## src/rtl/cfg_port_pkg.sv

```systemverilog
package cfg_port_pkg;

  localparam int NREG    = 6;
  localparam int BYTE_W  = 8;
  localparam int WORD_W  = 16;
  localparam int FLAT_W  = NREG * BYTE_W;

  localparam logic [7:0] ADR_FMT  = 8'h63;
  localparam logic [7:0] ADR_GAIN = 8'h68;
  localparam logic [7:0] ADR_PLO  = 8'h69;
  localparam logic [7:0] ADR_PHI  = 8'h6A;
  localparam logic [7:0] ADR_CTL  = 8'h6C;
  localparam logic [7:0] ADR_REF  = 8'h6D;

  localparam int IDX_FMT = 0;
  localparam int IDX_CTL = 4;
  localparam int IDX_REF = 5;

  localparam int FMT_BIT  = 3;
  localparam int REF_BIT  = 4;
  localparam int SRST_BIT = 1;
  localparam int IF_LSB   = 3;

  localparam logic [1:0] LVL_0 = 2'd0;
  localparam logic [1:0] LVL_1 = 2'd1;
  localparam logic [1:0] LVL_2 = 2'd2;
  localparam logic [1:0] LVL_3 = 2'd3;

  function automatic logic [7:0] reg_addr(input int k);
    case (k)
      0:       return ADR_FMT;
      1:       return ADR_GAIN;
      2:       return ADR_PLO;
      3:       return ADR_PHI;
      4:       return ADR_CTL;
      default: return ADR_REF;
    endcase
  endfunction

  function automatic logic [7:0] reg_default(input int k);
    case (k)
      1:       return 8'h08;
      default: return 8'h00;
    endcase
  endfunction

  function automatic logic [7:0] reg_mask(input int k);
    case (k)
      0:       return 8'h08;
      1:       return 8'h0F;
      2:       return 8'hFF;
      3:       return 8'h0F;
      4:       return 8'h18;
      default: return 8'h10;
    endcase
  endfunction

  function automatic logic [FLAT_W-1:0] default_flat();
    logic [FLAT_W-1:0] v;
    v = '0;
    for (int k = 0; k < NREG; k++) v[k*BYTE_W +: BYTE_W] = reg_default(k);
    return v;
  endfunction

endpackage

```

## src/rtl/cfg_line_sync.sv

```systemverilog
module cfg_line_sync #(
  parameter int         WIDTH   = 3,
  parameter int         STAGES  = 2,
  parameter logic [2:0] RST_VAL = 3'b100
) (
  input  logic             clk,
  input  logic             rst,
  input  logic [WIDTH-1:0] din,
  output logic [WIDTH-1:0] dout
);

  logic [WIDTH-1:0] stage_q [STAGES];

  generate
    for (genvar s = 0; s < STAGES; s++) begin : g_stage
      always_ff @(posedge clk) begin
        if (rst) stage_q[s] <= RST_VAL[WIDTH-1:0];
        else if (s == 0) stage_q[s] <= din;
        else stage_q[s] <= stage_q[(s == 0) ? 0 : s-1];
      end
    end
  endgenerate

  assign dout = stage_q[STAGES-1];

endmodule

```

## src/rtl/cfg_word_rx.sv

```systemverilog
module cfg_word_rx
  import cfg_port_pkg::*;
(
  input  logic       clk,
  input  logic       rst,
  input  logic       sel_n,
  input  logic       sclk,
  input  logic       sdat,
  output logic       word_vld,
  output logic [7:0] word_addr,
  output logic [7:0] word_data
);

  localparam int CNT_W = $clog2(WORD_W);
  localparam logic [CNT_W-1:0] LAST = CNT_W'(WORD_W - 1);

  logic              sclk_d;
  logic              fall;
  logic [CNT_W-1:0]  bit_cnt;
  logic [WORD_W-2:0] shreg;
  logic [WORD_W-1:0] word_q;

  assign fall = sclk_d & ~sclk;

  always_ff @(posedge clk) begin
    if (rst) begin
      sclk_d   <= 1'b0;
      bit_cnt  <= '0;
      shreg    <= '0;
      word_vld <= 1'b0;
      word_q   <= '0;
    end else begin
      sclk_d   <= sclk;
      word_vld <= 1'b0;
      if (sel_n) begin
        bit_cnt <= '0;
      end else if (fall) begin
        shreg   <= {shreg[WORD_W-3:0], sdat};
        bit_cnt <= bit_cnt + 1'b1;
        if (bit_cnt == LAST) begin
          word_vld <= 1'b1;
          word_q   <= {shreg, sdat};
        end
      end
    end
  end

  assign word_addr = word_q[WORD_W-1:BYTE_W];
  assign word_data = word_q[BYTE_W-1:0];

  AST_CNT_CLEAR_ON_SEL: assert property (@(posedge clk) disable iff (rst)
    sel_n |=> (bit_cnt == '0));
  AST_NO_WORD_SEL_HIGH: assert property (@(posedge clk) disable iff (rst)
    (sel_n && $past(sel_n)) |-> !word_vld);
  AST_WORD_ON_WRAP: assert property (@(posedge clk) disable iff (rst)
    word_vld |-> (bit_cnt == '0));

endmodule

```

## src/rtl/cfg_reg_bank.sv

```systemverilog
module cfg_reg_bank
  import cfg_port_pkg::*;
(
  input  logic              clk,
  input  logic              rst,
  input  logic              wr_vld,
  input  logic [7:0]        wr_addr,
  input  logic [7:0]        wr_data,
  output logic [FLAT_W-1:0] regs_flat
);

  localparam logic [FLAT_W-1:0] DEF_FLAT = default_flat();

  logic [NREG-1:0] hit;
  logic            soft_rst;

  assign soft_rst = wr_vld && (wr_addr == ADR_CTL) && wr_data[SRST_BIT];

  generate
    for (genvar k = 0; k < NREG; k++) begin : g_reg
      localparam logic [7:0] ADR  = reg_addr(k);
      localparam logic [7:0] DEFV = reg_default(k);
      localparam logic [7:0] MSK  = reg_mask(k);
      logic [7:0] q;

      assign hit[k] = wr_vld && (wr_addr == ADR);

      always_ff @(posedge clk) begin
        if (rst || soft_rst) q <= DEFV;
        else if (hit[k])     q <= wr_data & MSK;
      end

      assign regs_flat[k*BYTE_W +: BYTE_W] = q;
    end
  endgenerate

  AST_SOFT_RESET_DEFAULTS: assert property (@(posedge clk) disable iff (rst)
    soft_rst |=> (regs_flat == DEF_FLAT));
  AST_UNMAPPED_HOLD: assert property (@(posedge clk) disable iff (rst)
    (wr_vld && (hit == '0)) |=> $stable(regs_flat));
  AST_ONE_TARGET: assert property (@(posedge clk) disable iff (rst)
    $onehot0(hit));

endmodule

```

## src/rtl/cfg_strap_merge.sv

```systemverilog
module cfg_strap_merge
  import cfg_port_pkg::*;
(
  input  logic       clk,
  input  logic       rst,
  input  logic       strap_only,
  input  logic [1:0] fmt_strap,
  input  logic [1:0] ref_strap,
  input  logic       reg_offset,
  input  logic [1:0] reg_iface,
  input  logic       reg_ext_ref,
  output logic       eff_ext_ref,
  output logic       eff_offset_bin,
  output logic       eff_parallel
);

  logic s_off, s_par, s_ext;
  logic n_off, n_par, n_ext;

  always_comb begin
    case (fmt_strap)
      LVL_0:   begin s_off = 1'b0; s_par = 1'b0; end
      LVL_1:   begin s_off = 1'b0; s_par = 1'b1; end
      LVL_2:   begin s_off = 1'b1; s_par = 1'b1; end
      default: begin s_off = 1'b1; s_par = 1'b0; end
    endcase
    s_ext = (ref_strap == LVL_1) || (ref_strap == LVL_2);

    if (strap_only) begin
      n_off = s_off;
      n_par = s_par;
      n_ext = s_ext;
    end else begin
      n_off = (fmt_strap == LVL_0) ? reg_offset : s_off;
      n_par = (reg_iface == 2'b11);
      n_ext = (ref_strap == LVL_0) ? reg_ext_ref : s_ext;
    end
  end

  always_ff @(posedge clk) begin
    if (rst) begin
      eff_ext_ref    <= 1'b0;
      eff_offset_bin <= 1'b0;
      eff_parallel   <= 1'b0;
    end else begin
      eff_ext_ref    <= n_ext;
      eff_offset_bin <= n_off;
      eff_parallel   <= n_par;
    end
  end

  AST_FMT_STRAP_OVERRIDES: assert property (@(posedge clk) disable iff (rst)
    (!strap_only && fmt_strap == LVL_2) |=> eff_offset_bin);
  AST_REF_STRAP_OVERRIDES: assert property (@(posedge clk) disable iff (rst)
    (!strap_only && ref_strap == LVL_1) |=> eff_ext_ref);
  AST_IFACE_FROM_REG: assert property (@(posedge clk) disable iff (rst)
    (!strap_only && reg_iface == 2'b00) |=> !eff_parallel);
  AST_STRAP_ONLY_LVL3: assert property (@(posedge clk) disable iff (rst)
    (strap_only && fmt_strap == LVL_3) |=> (eff_offset_bin && !eff_parallel));

endmodule

```

## src/rtl/cfg_serial_port.sv

```systemverilog
module cfg_serial_port
  import cfg_port_pkg::*;
#(
  parameter int SYNC_STAGES = 2
) (
  input  logic              clk,
  input  logic              rst,
  input  logic              ser_sel_n,
  input  logic              ser_clk,
  input  logic              ser_dat,
  input  logic              strap_only,
  input  logic [1:0]        fmt_strap,
  input  logic [1:0]        ref_strap,
  output logic [FLAT_W-1:0] cfg_regs,
  output logic              eff_ext_ref,
  output logic              eff_offset_bin,
  output logic              eff_parallel
);

  logic [2:0] lines_s;
  logic       wr_vld;
  logic [7:0] wr_addr, wr_data;

  cfg_line_sync #(.WIDTH(3), .STAGES(SYNC_STAGES), .RST_VAL(3'b100)) u_sync (
    .clk (clk),
    .rst (rst),
    .din ({ser_sel_n, ser_clk, ser_dat}),
    .dout(lines_s)
  );

  cfg_word_rx u_rx (
    .clk      (clk),
    .rst      (rst),
    .sel_n    (lines_s[2]),
    .sclk     (lines_s[1]),
    .sdat     (lines_s[0]),
    .word_vld (wr_vld),
    .word_addr(wr_addr),
    .word_data(wr_data)
  );

  cfg_reg_bank u_bank (
    .clk      (clk),
    .rst      (rst),
    .wr_vld   (wr_vld),
    .wr_addr  (wr_addr),
    .wr_data  (wr_data),
    .regs_flat(cfg_regs)
  );

  cfg_strap_merge u_merge (
    .clk           (clk),
    .rst           (rst),
    .strap_only    (strap_only),
    .fmt_strap     (fmt_strap),
    .ref_strap     (ref_strap),
    .reg_offset    (cfg_regs[IDX_FMT*BYTE_W + FMT_BIT]),
    .reg_iface     (cfg_regs[IDX_CTL*BYTE_W + IF_LSB +: 2]),
    .reg_ext_ref   (cfg_regs[IDX_REF*BYTE_W + REF_BIT]),
    .eff_ext_ref   (eff_ext_ref),
    .eff_offset_bin(eff_offset_bin),
    .eff_parallel  (eff_parallel)
  );

  AST_SRST_BIT_NEVER_STORED: assert property (@(posedge clk) disable iff (rst)
    !cfg_regs[IDX_CTL*BYTE_W + SRST_BIT]);

endmodule

```

## config.mk

```make
export PLATFORM = sky130hd
export DESIGN_NAME = cfg_serial_port
export DESIGN_NICKNAME = d
export VERILOG_FILES = /design/src/rtl/cfg_port_pkg.sv /design/src/rtl/cfg_line_sync.sv /design/src/rtl/cfg_word_rx.sv /design/src/rtl/cfg_reg_bank.sv /design/src/rtl/cfg_strap_merge.sv /design/src/rtl/cfg_serial_port.sv
export SDC_FILE = /design/constraint.sdc
export NUM_CORES = 1
export LEC_CHECK = 0
export BUFFER_PORTS_ARGS = -buffer_cell sky130_fd_sc_hd__buf_2
export CORE_ASPECT_RATIO = 1.2
export CORE_MARGIN = 5
export CORE_UTILIZATION = 25
export CTS_CLUSTER_DIAMETER = 50
export DETAILED_ROUTE_END_ITERATION = 8
export PLACE_DENSITY_LB_ADDON = 0.15
export SYNTH_ARGS = -nofsm -noshare
export SYNTH_HDL_FRONTEND = slang
export SYNTH_SLANG_ARGS = --single-unit
```

## constraint.sdc

```tcl
create_clock -name clk -period 1.4 [get_ports clk]
set_input_delay 0.21 -clock clk [delete_from_list [all_inputs] [get_ports clk]]
set_output_delay 0.21 -clock clk [all_outputs]
set_load 0.01 [all_outputs]
```

# Word-level counts from Yosys, hierarchy flattened
# Memory sizes are Yosys's and may differ from the RTL's.
# Cells that the tools add are included.
# Widths: inputs -> output; s select.
# word_totals
ff_bits	60
latchBits	0
mem_bits_rw	6
romBits	0
in_bits	10
word_cells	64
n_memories	1
# mem_list
name	depth	width	read_ports	rd_ports_with_merged_regs	write_ports	line_no	source
u_sync.stage_q	2	3	2	0	2	cfg_line_sync.sv:12	logic [WIDTH-1:0] stage_q [STAGES];
# op_classes
n_addsub	1
mul	0
div	0
order_cmp	0
n_eq_ne	12
n_shift	0
n_mux	13
bitwise	6
reduce_logical	17
# op_table
operator	n
$eq 8x7->1 const B	6
$mux 1	11
$logic_and 1x1->1	7
$eq 2x2->1 const B	3
$mux 3	2
$reduce_or 2->1	3
$add 4x1->4 const B	1
$eq 2x1->1 const B	2
$eq 4x4->1 const B	1
$logic_not 2->1	2
$not 1->1	3
$reduce_and 3->1	1
$reduce_or 3->1	1
$logic_or 1x1->1	2
$or 1x1->1	2
$reduce_and 2->1	1
$and 1x1->1	1

# Longest topological paths before layout
# depth
word_depth	5
depth_mapped	6

# By module
# From an unflattened synthesis, not the netlist that was laid out.
# unflattened
hier_cells	330
area_unflattened_um2	3026.7
# modules_own_cells
module	instances	cells_per_inst	area_each_um2	seq_area_each_um2
cfg_word_rx	1	161	1491.4	740.7
cfg_reg_bank	1	137	1201.2	400.4
cfg_strap_merge	1	20	176.4	60.1
cfg_line_sync	1	12	157.7	120.1

# Least setup slack after synthesis
# Ideal clock, no wire load.
# synth_timing
path_kind	reg2reg
from	reg u_rx.bit_cnt[0]
to	reg u_rx.word_q[9]
setup_ns	0.070
t_arrival_ns	1.246
path_slack_ns	0.083
path_stages_with_launch	6
path_buffers	1
period_less_slack_ns	1.317
cell_sequence	dfxtp_1 -> ha_1 -> nand3_1 -> clkbuf_1 -> o21ai_1 -> a21oi_1
# synth_via
elab_chain_cells	2
# synth_lines
element	line_no	source
from (decl)	cfg_word_rx.sv:19	logic [CNT_W-1:0] bit_cnt;
from (signal assigned)	cfg_word_rx.sv:39	bit_cnt <= bit_cnt + 1'b1;
$eq 4x4->1	cfg_word_rx.sv:40	if (bit_cnt == LAST) begin
$reduce_and 3->1 (no source line)	--	
to (signal assigned)	cfg_word_rx.sv:42	word_q <= {shreg, sdat};
to (decl)	cfg_word_rx.sv:21	logic [WORD_W-1:0] word_q;
# No other way between the ends.
# A chain may end at the register's enable or synchronous reset.

# Final worst setup path
# layout_timing
from	reg u_rx.word_q[8]
to	reg u_bank.g_reg[1].q[3]
# layout_via
elab_chain_cells	4
elab_cells_between_ends	6
classes_between	eq/ne: 2; reduce/logical: 4
# layout_lines
element	line_no	source
$eq 8x7->1	cfg_reg_bank.sv:17	assign soft_rst = wr_vld && (wr_addr == ADR_CTL) && wr_data[SRST_BIT];
$logic_and 1x1->1 (2 in series)	cfg_reg_bank.sv:17	
$logic_or 1x1->1	cfg_reg_bank.sv:29	if (rst || soft_rst) q <= DEFV;
to (signal assigned)	cfg_reg_bank.sv:30	else if (hit[k]) q <= wr_data & MSK;
to (decl)	cfg_reg_bank.sv:24	logic [7:0] q;
# Several ways; a longest one is shown, not always the timed one.

==> impl_metrics.yaml <==
status:
  outcome: "completed"
final_layout:
  final_core_util_pct: 30.6
  area_delta_synth_final_pct: 20.5
  nets: 383
  antenna_cells: 0
  layout-drive-gt1-share_pct: 21.2
hold_path:
  min_from: "ser_sel_n"
  hp-class: "primary input to register"
  min_delay_path_depth: 2
  holdPathEnd: "u_sync.stage_q[0][2]"
routing:
  dr.pass1.iters: 4
  routed_wl_mm: 6.91
  avgViaCountPerCell: 4.37
  post_drt_wl_per_cell_um: 13.0
  drt_iter0_markers: 117
  drcViolationCount: 0
  num_vias: 2314
  ant_nets: 0
setup_path:
  crit-reg2reg-launch: "u_rx.word_q[8]"
  crit_buf_inv: 2
  crit_chain: "buf_4, nor3b_4, a41o_1, buf_12, o21bai_1"
  rrSetupSlack_ns: 0.09
  cpPeakStageDelay_ns: 0.40
  path_class: "register to register"
  worstRegToRegCells: 5
  crit_fanout: 20
  critPathLaunchType: "register"
  crit_slowest_cell: "dfxtp_1"
  cp-end-kind: "register"
  r2r-end: "u_bank.g_reg[1].q[3]"
  critical_path_required_ns: 1.62
  cp_top_family: "compound AO/OA/AOI/OAI gates"
  critPathArrivalTime_ns: 1.53
floorplan:
  initial_utilization_pct: 25.4
  die_x_um: 109
  die_h_um: 129
  core-area_sq_mm: 0.0116
  rows: 43
  dieArea_sq_mm: 0.0140
  ios: 61
synthesis:
  synth_area_sq_mm: 0.00294
  synth_seq_cells: 66
  avgSynthCellArea_sq_um: 8.77
  synth-seq-area-share_pct: 45.0
  synth_edf_count: 0
  synth_flop_cell: "dfxtp_1"
  yosysWarnings: 0
  async_flop_share_pct: 0
  synthCells: 335
  ys_types: 42
grt:
  grt_util_all_layers_pct: 10.5
  grt_max_degree: 38
  overflow: 0
  first_global_vias: 2270
  grt_pass1_wl_mm: 11.4
  antenna_found_initial: 0
sta:
  period_minus_slack_ns: 1.31
  period_share_pct: 93.2
  rsz0062_at_grt: "false"
  setup_tns_ns: 0
  hold_violations: 0
  drv_slew: 0
  fmax_mhz: 766
  fin_skew_ns: 0.00836
  setup_viol: 0
placement:
  place.detailed.hpwl_mm: 4.75
  gp_routability_congestion: 0.691
  portBuffers: 32
clock_network:
  root_buffer: "clkbuf_16"
  clockBufferDepth: 2
  cts_max_level: 3
  cts_tree: "done"
  clock_latency_ns: 0.33
  cts_setup_buffers: 0
  cts.sinks: 66
  clk_pin_slew_worst_paths_ns: 0.06
  cts_made_buffers: 9
pwr:
  ir_drop_mv: 0.480
  power.leakage_nw: 1.32
  finalPower_w: 0.00424
  p_per_area_mw_per_mm2: 1200
run:
  drv_cap: 0
[layout make-up]
| cell class | instances | area [sq um] |
|---|---|---|
| Fill cell | 1238 | 8030 |
| Multi-Input combinational cell | 233 | 1330 |
| Sequential cell | 66 | 1320 |
| Timing Repair Buffer | 53 | 380 |
| Clock buffer | 12 | 246 |
| Tap cell | 157 | 196 |
| Clock inverter | 3 | 40.0 |
| Inverter | 6 | 22.5 |
[sequential cells by signal, indices dropped and copies added, names as in the netlist]
name and cells:
u_rx.shreg 15, u_rx.bit_cnt 4, u_rx.word_q 16, u_merge.eff_ext_ref 1
u_rx.word_vld 1, u_rx.sclk_d 1, u_merge.eff_offset_bin 1, u_merge.eff_parallel 1
u_sync.stage_q 6, u_bank.g.q 20
[synthesized netlist by cell type, types with 4 or more instances]
master	n	share of area (%)
o21ai_1	16	2.7
a21oi_1	51	8.7
clkbuf_1	7	0.89
nand3_1	19	3.2
o31ai_1	15	3.8
nand2_1	32	4.1
buf_2	17	2.9
ha_1	4	1.7
buf_4	31	7.9
dfxtp_1	66	45
nand4_1	19	4.0
inv_1	6	0.77
nor2b_1	7	1.5
[kinds of logic after synthesis]
kind of cell / after synthesis / share of synthesized area (%)
XOR/XNOR: 2 / 0.596
adder cells (fa/ha/maj): 4 / 1.70
AND/OR/NAND/NOR: 105 / 20.4
other: 1 / 0.128
AO/OA/AOI/OAI: 92 / 18.3
flip-flops: 66 / 45.0
multiplexers: 2 / 0.681
buffers and inverters: 63 / 13.2
[metal layers]
metal	part of all wire [%]	up-vias	wire length (um)	track usage (%)
met5	0	-	0	0
met4	2.5	0	170	6.17
met3	5.3	11	368	3.11
met2	47	39	3230	16.6
met1	45	1067	3140	12.5
li1	-	1197	-	-
[how the worst max path moves through the flow]
| stage | from | endpoint | slack, ns | cells past startpoint |
|---|---|---|---|---|
| after floorplan | u_rx.bit_cnt[0] | u_rx.word_q[9] | 0.08 | 5 |
| after global placement | u_rx.word_q[9] | u_bank.g_reg[4].q[3] | 0.09 | 3 |
| after detailed placement | u_rx.word_q[9] | u_bank.g_reg[4].q[4] | 0.06 | 3 |
| after CTS | u_rx.word_q[9] | u_bank.g_reg[1].q[3] | 0.05 | 3 |
| after global routing | u_rx.bit_cnt[0] | u_rx.word_q[8] | 0.004 | 5 |
| final | u_rx.word_q[8] | u_bank.g_reg[1].q[3] | 0.09 | 5 |
[per-stage QoR]
stage / instances / hold WS (ns) / setup WS (ns) / area, sq um
global placement: 515 / 0.392 / 0.0907 / 3250
finish: 530 / 0.0548 / 0.0949 / 3540
CTS: 530 / 0.0434 / 0.0500 / 3540
detailed placement: 515 / 0.395 / 0.0574 / 3250
global route: 530 / 0.0514 / 0.00380 / 3540
floorplan: 362 / 0.314 / 0.0832 / 3040
[report_power, final]
group	switching, W	internal, W
Sequential	0.00000435	0.00189
Clock	0.000793	0.00141
Combinational	0.0000960	0.0000449
[what timing repair did]
| item | CTS | global route |
|---|---|---|
| hold buffers | 0 | 0 |
| endpoints found under the hold margin | 0 | 0 |
| resized for setup | 0 | 2 |
| endpoints found under the setup margin | 0 | 8 |
[placed cells by master, fill, tap and decap left out, types with 9 or more instances in the layout]
| master | Yosys | layout |
|---|---|---|
| dfxtp_1 | 66 | 66 |
| a21oi_1 | 51 | 51 |
| nand2_1 | 32 | 32 |
| buf_2 | 17 | 32 |
| conb_1 | 1 | 28 |
| nand3_1 | 19 | 19 |
| nand4_1 | 19 | 19 |
| o21ai_1 | 16 | 16 |
| buf_4 | 31 | 16 |
| o31ai_1 | 15 | 15 |
| clkbuf_16 | 0 | 9 |
Note: power is estimated with default switching activity, not from simulation.
